==> src/rtl/cmoff_pkg.sv <==
package cmoff_pkg;

  // Distribution factor applied to the extremes
  typedef enum logic [1:0] {
    FAC_ZERO = 2'd0,
    FAC_HALF = 2'd1,
    FAC_ONE  = 2'd2
  } factor_e;

  // Strobes from control to datapath
  typedef struct packed {
    logic    load;
    factor_e factor;
  } ctrl_s;

  localparam logic [2:0] MODE_SV         = 3'd0;
  localparam logic [2:0] MODE_LOCLAMP    = 3'd1;
  localparam logic [2:0] MODE_HICLAMP    = 3'd2;
  localparam logic [2:0] MODE_SIGNFOLLOW = 3'd3;
  localparam logic [2:0] MODE_SIGNINVERT = 3'd4;

endpackage

==> src/rtl/cmoff_ctrl.sv <==
module cmoff_ctrl
  import cmoff_pkg::*;
(
  input  logic       clk,
  input  logic       rstN,
  input  logic       smpValid,
  input  logic [2:0] mode,
  input  logic       sumNeg,
  output ctrl_s      ctrlBus,
  output logic       outValid
);

  factor_e factorSel;

  // Factor chosen from the mode code; sign-dependent modes use sumNeg
  always_comb begin
    unique case (mode)
      MODE_LOCLAMP:    factorSel = FAC_ZERO;
      MODE_HICLAMP:    factorSel = FAC_ONE;
      MODE_SIGNFOLLOW: factorSel = sumNeg ? FAC_ZERO : FAC_ONE;
      MODE_SIGNINVERT: factorSel = sumNeg ? FAC_ONE  : FAC_ZERO;
      default:         factorSel = FAC_HALF;
    endcase
  end

  assign ctrlBus.load   = smpValid;
  assign ctrlBus.factor = factorSel;

  always_ff @(posedge clk) begin
    if (!rstN) outValid <= 1'b0;
    else       outValid <= smpValid;
  end


  valid_rise_chk: assert property (@(posedge clk) disable iff (!rstN)
    smpValid |=> outValid);


  valid_drop_chk: assert property (@(posedge clk) disable iff (!rstN)
    !smpValid |=> !outValid);

endmodule

==> src/rtl/cmoff_dp.sv <==
module cmoff_dp
  import cmoff_pkg::*;
#(
  parameter int DATA_W = 16,
  parameter int RAIL   = 12000
) (
  input  logic                          clk,
  input  logic                          rstN,
  input  ctrl_s                         ctrlBus,
  input  logic signed [DATA_W-1:0]      refA,
  input  logic signed [DATA_W-1:0]      refB,
  input  logic signed [DATA_W-1:0]      refC,
  output logic                          sumNeg,
  output logic [2:0][DATA_W-1:0]        waveQ
);

  localparam int NPH   = 3;
  localparam int EXT_W = DATA_W + 3;
  typedef logic signed [EXT_W-1:0] ext_t;
  localparam ext_t RAIL_EXT = EXT_W'(RAIL);
  localparam logic signed [DATA_W-1:0] RAIL_W = DATA_W'(RAIL);

  logic signed [DATA_W-1:0] refArr [NPH];
  logic [NPH-1:0][DATA_W-1:0] satArr;
  ext_t vMax, vMin, sumMM, halfSum, offset;

  assign refArr[0] = refA;
  assign refArr[1] = refB;
  assign refArr[2] = refC;

  // Extremes, their sum and the common-mode offset
  always_comb begin
    vMax = ext_t'(refArr[0]);
    vMin = ext_t'(refArr[0]);
    for (int i = 1; i < NPH; i++) begin
      if (ext_t'(refArr[i]) > vMax) vMax = ext_t'(refArr[i]);
      if (ext_t'(refArr[i]) < vMin) vMin = ext_t'(refArr[i]);
    end
    sumMM   = vMax + vMin;
    halfSum = sumMM >>> 1;
    unique case (ctrlBus.factor)
      FAC_ZERO: offset = -RAIL_EXT - vMin;
      FAC_ONE:  offset = RAIL_EXT - vMax;
      default:  offset = -halfSum;
    endcase
  end

  assign sumNeg = sumMM[EXT_W-1];

  // Per-phase injection and saturation
  for (genvar p = 0; p < NPH; p++) begin : g_phase
    ext_t rawV;
    always_comb begin
      rawV = ext_t'(refArr[p]) + offset;
      if (rawV > RAIL_EXT)       satArr[p] = RAIL_W;
      else if (rawV < -RAIL_EXT) satArr[p] = -RAIL_W;
      else                       satArr[p] = DATA_W'(rawV);
    end


    wave_range_chk: assert property (@(posedge clk) disable iff (!rstN)
      ($signed(waveQ[p]) <= RAIL_W) && ($signed(waveQ[p]) >= -RAIL_W));
  end

  always_ff @(posedge clk) begin
    if (!rstN)             waveQ <= '0;
    else if (ctrlBus.load) waveQ <= satArr;
  end


  wave_hold_chk: assert property (@(posedge clk) disable iff (!rstN)
    !ctrlBus.load |=> $stable(waveQ));


  hi_clamp_chk: assert property (@(posedge clk) disable iff (!rstN)
    (ctrlBus.load && ctrlBus.factor == FAC_ONE) |=>
      ($signed(waveQ[0]) == RAIL_W || $signed(waveQ[1]) == RAIL_W ||
       $signed(waveQ[2]) == RAIL_W));


  lo_clamp_chk: assert property (@(posedge clk) disable iff (!rstN)
    (ctrlBus.load && ctrlBus.factor == FAC_ZERO) |=>
      ($signed(waveQ[0]) == -RAIL_W || $signed(waveQ[1]) == -RAIL_W ||
       $signed(waveQ[2]) == -RAIL_W));

endmodule

==> src/rtl/cm_offset_modgen.sv <==
module cm_offset_modgen
  import cmoff_pkg::*;
#(
  parameter int DATA_W = 16,
  parameter int RAIL   = 12000
) (
  input  logic                     clk,
  input  logic                     rstN,
  input  logic                     smpValid,
  input  logic [2:0]               mode,
  input  logic signed [DATA_W-1:0] refA,
  input  logic signed [DATA_W-1:0] refB,
  input  logic signed [DATA_W-1:0] refC,
  output logic                     outValid,
  output logic signed [DATA_W-1:0] modA,
  output logic signed [DATA_W-1:0] modB,
  output logic signed [DATA_W-1:0] modC
);

  ctrl_s ctrlBus;
  logic  sumNeg;
  logic [2:0][DATA_W-1:0] waveQ;

  cmoff_ctrl u_ctrl (
    .clk      (clk),
    .rstN     (rstN),
    .smpValid (smpValid),
    .mode     (mode),
    .sumNeg   (sumNeg),
    .ctrlBus  (ctrlBus),
    .outValid (outValid)
  );

  cmoff_dp #(
    .DATA_W (DATA_W),
    .RAIL   (RAIL)
  ) u_dp (
    .clk     (clk),
    .rstN    (rstN),
    .ctrlBus (ctrlBus),
    .refA    (refA),
    .refB    (refB),
    .refC    (refC),
    .sumNeg  (sumNeg),
    .waveQ   (waveQ)
  );

  assign modA = $signed(waveQ[0]);
  assign modB = $signed(waveQ[1]);
  assign modC = $signed(waveQ[2]);

endmodule

==> config.mk <==
export PLATFORM = sky130hd
export DESIGN_NAME = cm_offset_modgen
export DESIGN_NICKNAME = d
export VERILOG_FILES = /design/src/rtl/cmoff_pkg.sv /design/src/rtl/cmoff_ctrl.sv /design/src/rtl/cmoff_dp.sv /design/src/rtl/cm_offset_modgen.sv
export SDC_FILE = /design/constraint.sdc
export NUM_CORES = 1
export LEC_CHECK = 0
export ABC_CLOCK_PERIOD_IN_PS = 19100
export BUFFER_PORTS_ARGS = -buffer_cell sky130_fd_sc_hd__buf_2
export CAP_MARGIN = 20
export CORE_MARGIN = 1.5
export CORE_UTILIZATION = 45
export CTS_CLUSTER_DIAMETER = 50
export DETAILED_ROUTE_END_ITERATION = 10
export HOLD_SLACK_MARGIN = 0.02
export SKIP_LAST_GASP = 1
export SLEW_MARGIN = 25
export SYNTH_ARGS = -nofsm -noshare
export SYNTH_HDL_FRONTEND = slang
export SYNTH_SLANG_ARGS = --single-unit
==> constraint.sdc <==
create_clock -name clk -period 19.1 [get_ports clk]
set_clock_uncertainty 0.2 [all_clocks]
set_input_delay 3.82 -clock clk [delete_from_list [all_inputs] [get_ports clk]]
set_output_delay 3.82 -clock clk [all_outputs]
set_load 0.05 [all_outputs]
== Word level (Yosys, flattened, before mapping) ==
Cells that the tools add are included.

* Logic and storage cells: 41
* Output and inout port bits: 49
* Register bits: 49
* Input port bits: 54

* Mux-type cells: 14
* $add $sub $neg: 7
* $lt $le $gt $ge: 10
* Eq/ne operators: 5
* Reduce and logical (&&, ||, !) cells: 1

{| class="wikitable"
|+ Operators by type and width
! operator !! number
|-
| 16-bit two-way mux || 6
|-
| 19-bit two-way mux || 4
|-
| 16-bit by 19-bit adder with 19-bit output || 3
|-
| 19-bit by 15-bit greater-than comparator with 1-bit output (second input constant) || 3
|-
| 19-bit by 15-bit less-than comparator with 1-bit output (second input constant) || 3
|-
| 19-bit case mux with 2 select lines || 1
|-
| 15-bit by 19-bit subtractor with 19-bit output (first input constant) || 2
|-
| 19-bit adder || 1
|-
| 16-bit by 19-bit greater-than comparator with 1-bit output || 1
|-
| 16-bit by 19-bit less-than comparator with 1-bit output || 1
|-
| 18-bit negation with 19-bit output || 1
|-
| 16-bit greater-than comparator || 1
|-
| 16-bit less-than comparator || 1
|-
| 2-bit case mux with 4 select lines || 1
|-
| 3-bit by 2-bit == test with 1-bit output (second input constant) || 2
|-
| 2-bit two-way mux || 2
|-
| 3-bit by 1-bit == test with 1-bit output (second input constant) || 1
|-
| 3-bit == test (second input constant) || 1
|-
| 2-bit == test (second input constant) || 1
|-
| 2-bit zero test || 1
|}

== Longest topological paths before layout ==
Gate-level depths: netlist (run 1).

* Depth after elaboration: 13
* Mapped depth: 56
* Mapped depth without buffers: 46

== Modules after synthesis ==
A second synthesis (run 1) with hierarchy kept.

* Cells, all modules: 1319
* Area, all modules: 9733.1 um^2

{| class="wikitable"
|+ By module, submodules not included
! module !! instances !! sequential area each (um^2) !! area each (um^2) !! cells each
|-
| cmoff_dp || 1 || 960.9 || 9664.3 || 1311
|-
| cmoff_ctrl || 1 || 20.0 || 68.8 || 8
|}

== Worst setup path after synthesis (run 1) ==
Ideal clock, no wire load.

* Path kind: in2reg
* Start point: input port refA[15]
* End point: register u_dp.waveQ[12] in the netlist's numbering
* Path slack: 4229 ps
* Library setup time: 60 ps
* Cell stages on the path: 49
* Arrival: 14611 ps
* Path buffers: 9
* Cells stage by stage: inv_1 > ha_1 > buf_6 > nand4_4 > nor4_4 > o21a_4 > nor4_4 > buf_6 > nor2_1 > buf_2 > buf_1 > a21oi_1 > ha_1 > nand4_1 > nor4_1 > and3_1 > o2111ai_1 > nand2_1 > [... 13 more ...] > clkbuf_1 > nand2_1 > clkbuf_1 > o22ai_1 > nor2_1 > ha_1 > a21o_1 > a21oi_1 > o21ai_0 > a311o_1 > a31o_2 > a21o_1 > a2111o_1 > a211oi_1 > a21oi_1 > a2111oi_0 > o31a_2 > o221a_1

* Longest elaborated chain between the ends: 13
* Elaborated cells between the ends (all ways): 23
* Classes of those cells: add/sub (5); order compare (6); eq/ne (1); mux (10); reduce/logical (1)

{| class="wikitable"
|+ Ends and longest elaborated chain
! item !! RTL line !! source
|-
| start, declared || cm_offset_modgen.sv:11 || <nowiki>input logic signed [DATA_W-1:0] refA,</nowiki>
|-
| branches (longest 9 deep; another with 16-bit by 19-bit greater-than comparator with 1-bit output) || -- ||
|-
| 16-bit by 19-bit adder with 19-bit output (*) || cmoff_dp.sv:54 || <nowiki>rawV = ext_t'(refArr[p]) + offset;</nowiki>
|-
| 19-bit by 15-bit less-than comparator with 1-bit output || cmoff_dp.sv:56 || <nowiki>else if (rawV < -RAIL_EXT) satArr[p] = -RAIL_W;</nowiki>
|-
| 16-bit two-way mux || cmoff_dp.sv:56 ||
|-
| 16-bit two-way mux (*) || cmoff_dp.sv:55 || <nowiki>if (rawV > RAIL_EXT) satArr[p] = RAIL_W;</nowiki>
|-
| end signal, assigned || cmoff_dp.sv:67 || <nowiki>else if (ctrlBus.load) waveQ <= satArr;</nowiki>
|-
| end, declared || cmoff_dp.sv:14 || <nowiki>output logic [2:0][DATA_W-1:0] waveQ</nowiki>
|}

Mark *: on every way between the ends.
A chain may end at the register's enable or synchronous reset.

== Worst setup path after layout (run 1) ==
* Start point: input port refA[15]
* End point: register u_dp.waveQ[18] in the netlist's numbering

* Longest elaborated chain between the ends: 13
* Elaborated cells between the ends (all ways): 23
* Classes of those cells: add/sub (5); order compare (6); eq/ne (1); mux (10); reduce/logical (1)

{| class="wikitable"
|+ Ends and longest elaborated chain
! item !! RTL line !! source
|-
| branches (longest 8 deep; another with 16-bit by 19-bit greater-than comparator with 1-bit output) || -- ||
|-
| 19-bit case mux with 2 select lines (*) || cmoff_dp.sv:41 || <nowiki>unique case (ctrlBus.factor)</nowiki>
|-
| 16-bit by 19-bit adder with 19-bit output (*) || cmoff_dp.sv:54 ||
|-
| 19-bit by 15-bit less-than comparator with 1-bit output || cmoff_dp.sv:56 ||
|-
| 16-bit two-way mux || cmoff_dp.sv:56 ||
|-
| 16-bit two-way mux (*) || cmoff_dp.sv:55 ||
|}

Marks and branches as above.

==> summary.md, run 1 <==
| Metric | Value |
|---|---|
| R2r setup slk | 17.96 ns |
| R2r startpoint | u_dp.waveQ[12] |
| CP Capture Type | register |
| Via count | 10300 |
| Final count of pins violating max slew | 0 |
| Syn nets | 1452 |
| Share of the synthesized area in the top cell type | 15.8% |
| Die H | 148 µm |
| # diodes | 0 |
| Chip width | 148 µm |
| CTS Hold Bufs | 0 |
| Delay-heaviest family, CP | compound AO/OA/AOI/OAI gates |
| Root Buffer | clkbuf_16 |
| Initial Util | 46.2% |
| CP required | 19.05 ns |
| Simple-gate area share of the yosys netlist | 23.0% |
| FF-to-FF End | u_dp.waveQ[12] |
| Area Growth Syn to Fin | 9.41% |
| Peak supply drop | 0.0000697 V |
| Synthesized area per cell | 7.41 µm² |
| Most instantiated cells after synthesis | 133 x a21oi_1, 120 x nor2_1, 119 x ha_1 |
| Post-Synth XOR/XNOR Area | 8.99% |
| GR Overflow Total | 0 |
| GP Congestion | 0.968 |
| Startpoint types | input port |
| Fin Hold WS | 0.255 ns |
| Final Net Count | 1532 |
| Area leader, netlist | ha_1 |
| Mux cell area share after synthesis | 1.81% |
| RSZ-0062 raised after global routing | no |
| Post CTS Setup Buffer Count | 0 |
| Max stage delay cell, worst path | nor2_1 |
| Initial antenna violation count | 0 |
| Top sig layer | met4 |
| Leak | 0.00444 µW |
| Cell count after synthesis | 1275 |
| Port-buffer cells | 102 |
| Max FO, Critical Path | 32 |
| Layout cell share with drive strength beyond 1 | 12.8% |
| CP arrival | 16.41 ns |
| Clk Latency, worst-skew pair | 0.29 ns |
| Max Freq | 60.8 MHz |
| Synth unique cells | 102 |
| CTS Buf Count | 5 |
| Mean routed wirelength per cell | 21.2 µm |
| Worst hold path startpoint | u_dp.waveQ[17] |
| Post-synth EDFFs | 0 |
| Crit Path Category | in2reg |
| H-tree lvl count | 2 |
| Core area | 0.0204 mm² |
| CTS tree | yes |
| DPL Wire Length | 28.7 mm |
| Largest net degree at the start of global routing | 42 |
| Max cap viols | 0 |
| Vias in the first global route | 9648 |
| Fin. Hold Viols | 0 |
| DRT antenna net count | 0 |
| Met3 wire length | 2.02 mm |
| Fill cell count | 2067 |
| Max incr delay on CP | 0.69 ns |
| Final Instance Area | 0.0103 mm² |
| Ports | 103 |
| DRT iter0 DRCs | 820 |
| Register bit total from synthesis | 49 |
| Pwr Density | 219 mW/mm² |
| Seq/Total Area, Yosys | 10.4% |
| Status | finished, final reports clean |
| Max clock buf depth | 2 |
| Rows | 52 |
| FFs w/ async S/R, synth | 0% |
| First-pass GRT wire length | 53.3 mm |
| Gr usage total | 31.0% |
| Hold Crit Depth | 2 |
| Worst-Margin Slew | 1.06 ns |
| Fin crit period | 16.45 ns |
| Drt pass-1 iters | 5 |
| Most instantiated library cell after synthesis | a21oi_1 |
| Worst-path clk slew | 0.06 ns |
| Met2 routed WL | 16.5 mm |
| Worst reg2reg path depth | 3 |
| Synth top area cells | ha_1 16%, dfxtp_1 10%, a21oi_1 7.0% |
| Synth Cell Area | 0.00945 mm² |
| Hold Path Class | reg2reg |
| Period utilization | 86.1% |
| Vias per std cell | 6.31 |
| YS warnings | 0 |
| Hold EP | u_dp.waveQ[17] |
| Main synth FF type | dfxtp_1 |
| Clk sink count | 49 |
| Largest family of logic cells by synthesized area | compound AO/OA/AOI/OAI gates |
| Post-DP Area | 0.0102 mm² |
| Finished Core Util | 50.6% |
| CP bufs+invs | 6 |
| Compound-cell area share of the yosys netlist | 34.9% |
| Setup violations, final | 0 |
| Critical path depth | 45 |
| Die footprint | 0.0219 mm² |
| Setup TNS | 0 ns |
| Slew HR | 29.1% |
| DRT Wirelength | 34.5 mm |
| CTS resizes | 0 |
| DRC Markers | 0 |
| M1 WL | 15.0 mm |
| Post-Synth Adder-Cell Area | 16.6% |
==> cell families after synthesis <==
group	after synthesis
AO/OA/AOI/OAI	463
AND/OR/NAND/NOR	427
adder cells (fa/ha/maj)	123
buffers and inverters	99
XOR/XNOR	97
flip-flops	49
multiplexers	17
==> sequential cells by signal, indices dropped and copies added (netlist names) <==
| register | cells |
|---|---|
| u_ctrl.outValid | 1 |
| u_dp.waveQ | 48 |
==> worst max path at each step <==
stage          slack [ns]             end     start
4_1_cts              2.99  u_dp.waveQ[17]  refA[15]
3_5_place_dp         2.70  u_dp.waveQ[17]  refA[15]
5_1_grt              1.88  u_dp.waveQ[20]  refA[15]
6_report             2.65  u_dp.waveQ[18]  refA[15]
3_3_place_gp         2.91  u_dp.waveQ[19]  refA[15]
2_1_floorplan        4.23  u_dp.waveQ[12]  refA[15]
==> cell usage in the layout (no fill, tap or decap), types with 19 or more instances in the layout <==
cell	instances
nor3_1	32
nor2_1	120
nand2_1	100
a21oi_1	133
o21ai_0	73
xnor2_1	61
ha_1	119
inv_1	56
nand3_1	43
a21o_1	34
dfxtp_1	49
xor2_1	36
o31ai_1	19
buf_2	102
==> power by group <==
group	internal, µW	leakage (µW)	switching (µW)
combinational	716	0.00396	1310
sequential	137	0.000404	16.6
clock	48.8	0.0000702	39.6
==> worst min-delay path: cells and delay by family (launching register included) <==
kind / cells / cell delay (ns)
simple gates: 1 / 0.05
flops: 1 / 0.31
compound gates: 1 / 0.05
==> stage by stage <==
| step | setup slack, ns | instances | power, µW |
|---|---|---|---|
| floorplan | 4.23 | 1275 | 1660 |
| global placement | 2.91 | 1618 | 2130 |
| detailed placement | 2.70 | 1618 | 2140 |
| CTS | 2.99 | 1626 | 2240 |
| global route | 1.88 | 1626 | 2460 |
| finish | 2.65 | 1626 | 2270 |
==> final cells by class <==
class                      instances  area, µm²  area share, %
tap                              270        338           3.27
sequential                        49        981           9.49
clock inverter                     3       21.3          0.206
multi-input combinational       1127       8060           78.0
timing repair buffer             111        578           5.59
inverter                          61        230           2.23
clock buffer                       5        125           1.21
==> routing by layer <==
layer	global-route usage, %	vias up
met5	0	-
met4	12.0	0
met3	1.85	67
met2	53.8	406
met1	40.1	4763
li1	-	5028
No activity file was read; power rests on OpenSTA's default activity.
==> run 2: changes to the inputs <==
--- a/config.mk
+++ b/config.mk
@@ -6,7 +6,7 @@
 export NUM_CORES = 1
 export LEC_CHECK = 0
 export ABC_CLOCK_PERIOD_IN_PS = 19100
-export BUFFER_PORTS_ARGS = -buffer_cell sky130_fd_sc_hd__buf_2
+export BUFFER_PORTS_ARGS = -buffer_cell sky130_fd_sc_hd__clkbuf_2
 export CAP_MARGIN = 20
 export CORE_MARGIN = 1.5
 export CORE_UTILIZATION = 45
==> run 2 against run 1 <==
  * Design area rose by 0.21%
  * Fmax about the same
  * Die area did not move
  * Worst hold slack improved by 0.0014 ns
  * Wire length is 0.10% higher
  * Sequential cell count unchanged
  * Global-route usage increased by 0.14 points
  * Worst setup slack got worse by 0.0019 ns
  * Non-clock buffer count up 2
  * Critical endpoint unchanged
==> summary.md, run 2 (synthesis results as in run 1) <==
| Metric | Value |
|---|---|
| CP bufs+invs | 6 |
| Vias in the first global route | 9794 |
| Drt pass-1 iters | 5 |
| Final count of pins violating max slew | 0 |
| Max reg flops | 48 |
| Initial antenna violation count | 0 |
| Largest net degree at the start of global routing | 42 |
| Max incr delay on CP | 0.69 ns |
| Max Freq | 60.8 MHz |
| Status | finished, final reports clean |
| GP Congestion | 0.948 |
| # diodes | 0 |
| Core area | 0.0204 mm² |
| Chip width | 148 µm |
| DRT Wirelength | 34.6 mm |
| Commonest non-fill, non-tap cell in the layout | a21oi_1 |
| Largest register by flop count | u_dp.waveQ |
| Setup TNS | 0 ns |
| CP required | 19.06 ns |
| Crit Path Category | in2reg |
| Delay-heaviest family, CP | compound AO/OA/AOI/OAI gates |
| Via count | 10300 |
| Slew HR | 30.7% |
| Area Growth Syn to Fin | 9.63% |
| Commonest non-fill, non-tap cells in the layout | 133 x a21oi_1, 120 x nor2_1, 119 x ha_1, 102 x clkbuf_2, 100 x nand2_1 |
| Max stage delay cell, worst path | a211oi_1 |
| Period utilization | 86.2% |
| Port-buffer cells | 102 |
| Startpoint types | input port |
| First-pass GRT wire length | 53.6 mm |
| R2r startpoint | u_dp.waveQ[12] |
| Fin. Hold Viols | 0 |
| Largest regs | u_dp.waveQ x48, u_ctrl.outValid x1 |
| CTS Hold Bufs | 0 |
| Fill cell count | 2127 |
| Initial Util | 46.2% |
| Mean routed wirelength per cell | 21.2 µm |
| GR Overflow Total | 0 |
| CP Capture Type | register |
| DRC Markers | 0 |
| CTS resizes | 0 |
| Die footprint | 0.0219 mm² |
| Layout cell share with drive strength beyond 1 | 13.0% |
| Vias per std cell | 6.30 |
| CTS Buf Count | 5 |
| Root Buffer | clkbuf_16 |
| Gr usage total | 31.1% |
| H-tree lvl count | 2 |
| Clk Latency, worst-skew pair | 0.29 ns |
| Ports | 103 |
| Worst setup path start | refA[15] |
| CP arrival | 16.41 ns |
| RSZ-0062 raised after global routing | no |
| CTS tree | yes |
| Max FO, Critical Path | 32 |
| DRT iter0 DRCs | 709 |
| Hold Path Class | reg2reg |
| Die H | 148 µm |
| Final Net Count | 1534 |
| Worst hold path startpoint | u_dp.waveQ[18] |
| Crit-path most repeated cell | a21oi_1 |
| Worst-path clk slew | 0.07 ns |
| Max clock buf depth | 2 |
| Worst-Margin Slew | 1.03 ns |
| Fin crit period | 16.46 ns |
| Max cap viols | 0 |
| Rows | 52 |
| Clk sink count | 49 |
| Post CTS Setup Buffer Count | 0 |
| DRT antenna net count | 0 |
| DPL Wire Length | 29.1 mm |
| Setup violations, final | 0 |
run 2: worst register-to-register path: stages, from the launching register on:
cell and delay, ns:
dfxtp_1 0.32, nor2b_1 0.14, nand2b_1 0.16, o221a_1 0.22
run 2: worst paths after layout:
kind	endpoint	slack, ns	cells after the start
setup / recovery	u_dp.waveQ[18]	2.64	47
hold reg to reg	u_dp.waveQ[18]	0.26	2
setup reg to reg	u_dp.waveQ[12]	17.96	3
hold / removal	u_dp.waveQ[18]	0.26	2
run 2: stage by stage:
step	setup slack [ns]	instances	utilization [%]	hold WS, ns	instance area (µm²)
after floorplan	4.23	1275	-	0.473	9450
after global placement	2.75	1620	49.9	0.236	10200
after detailed placement	2.58	1620	49.9	0.244	10200
after CTS	2.87	1628	50.7	0.257	10300
after global routing	1.76	1628	50.7	0.285	10400
final	2.64	1628	50.7	0.256	10400
run 2: routing by layer:
layer	share of wire, %	wire, µm	GRT usage (%)	up-vias
met2	48	16600	55.5	364
met3	4.8	1660	1.45	61
li1	-	-	-	5025
met5	0	0	0	-
met4	3.2	1120	11.0	0
met1	44	15200	39.8	4813
run 2: area by class of cell:
cell class                      count  area (µm²)  area share (%)
Inverter                           61         230            2.22
Timing Repair Buffer              113         593            5.73
Multi-Input combinational cell   1127        8070            77.9
Clock inverter                      3        21.3           0.205
Clock buffer                        5         125            1.21
Sequential cell                    49         981            9.47
Tap cell                          270         338            3.26
Power of run 2 is not shown: default switching activity piles up to over one toggle a cycle in this logic, so the estimate is an artifact.
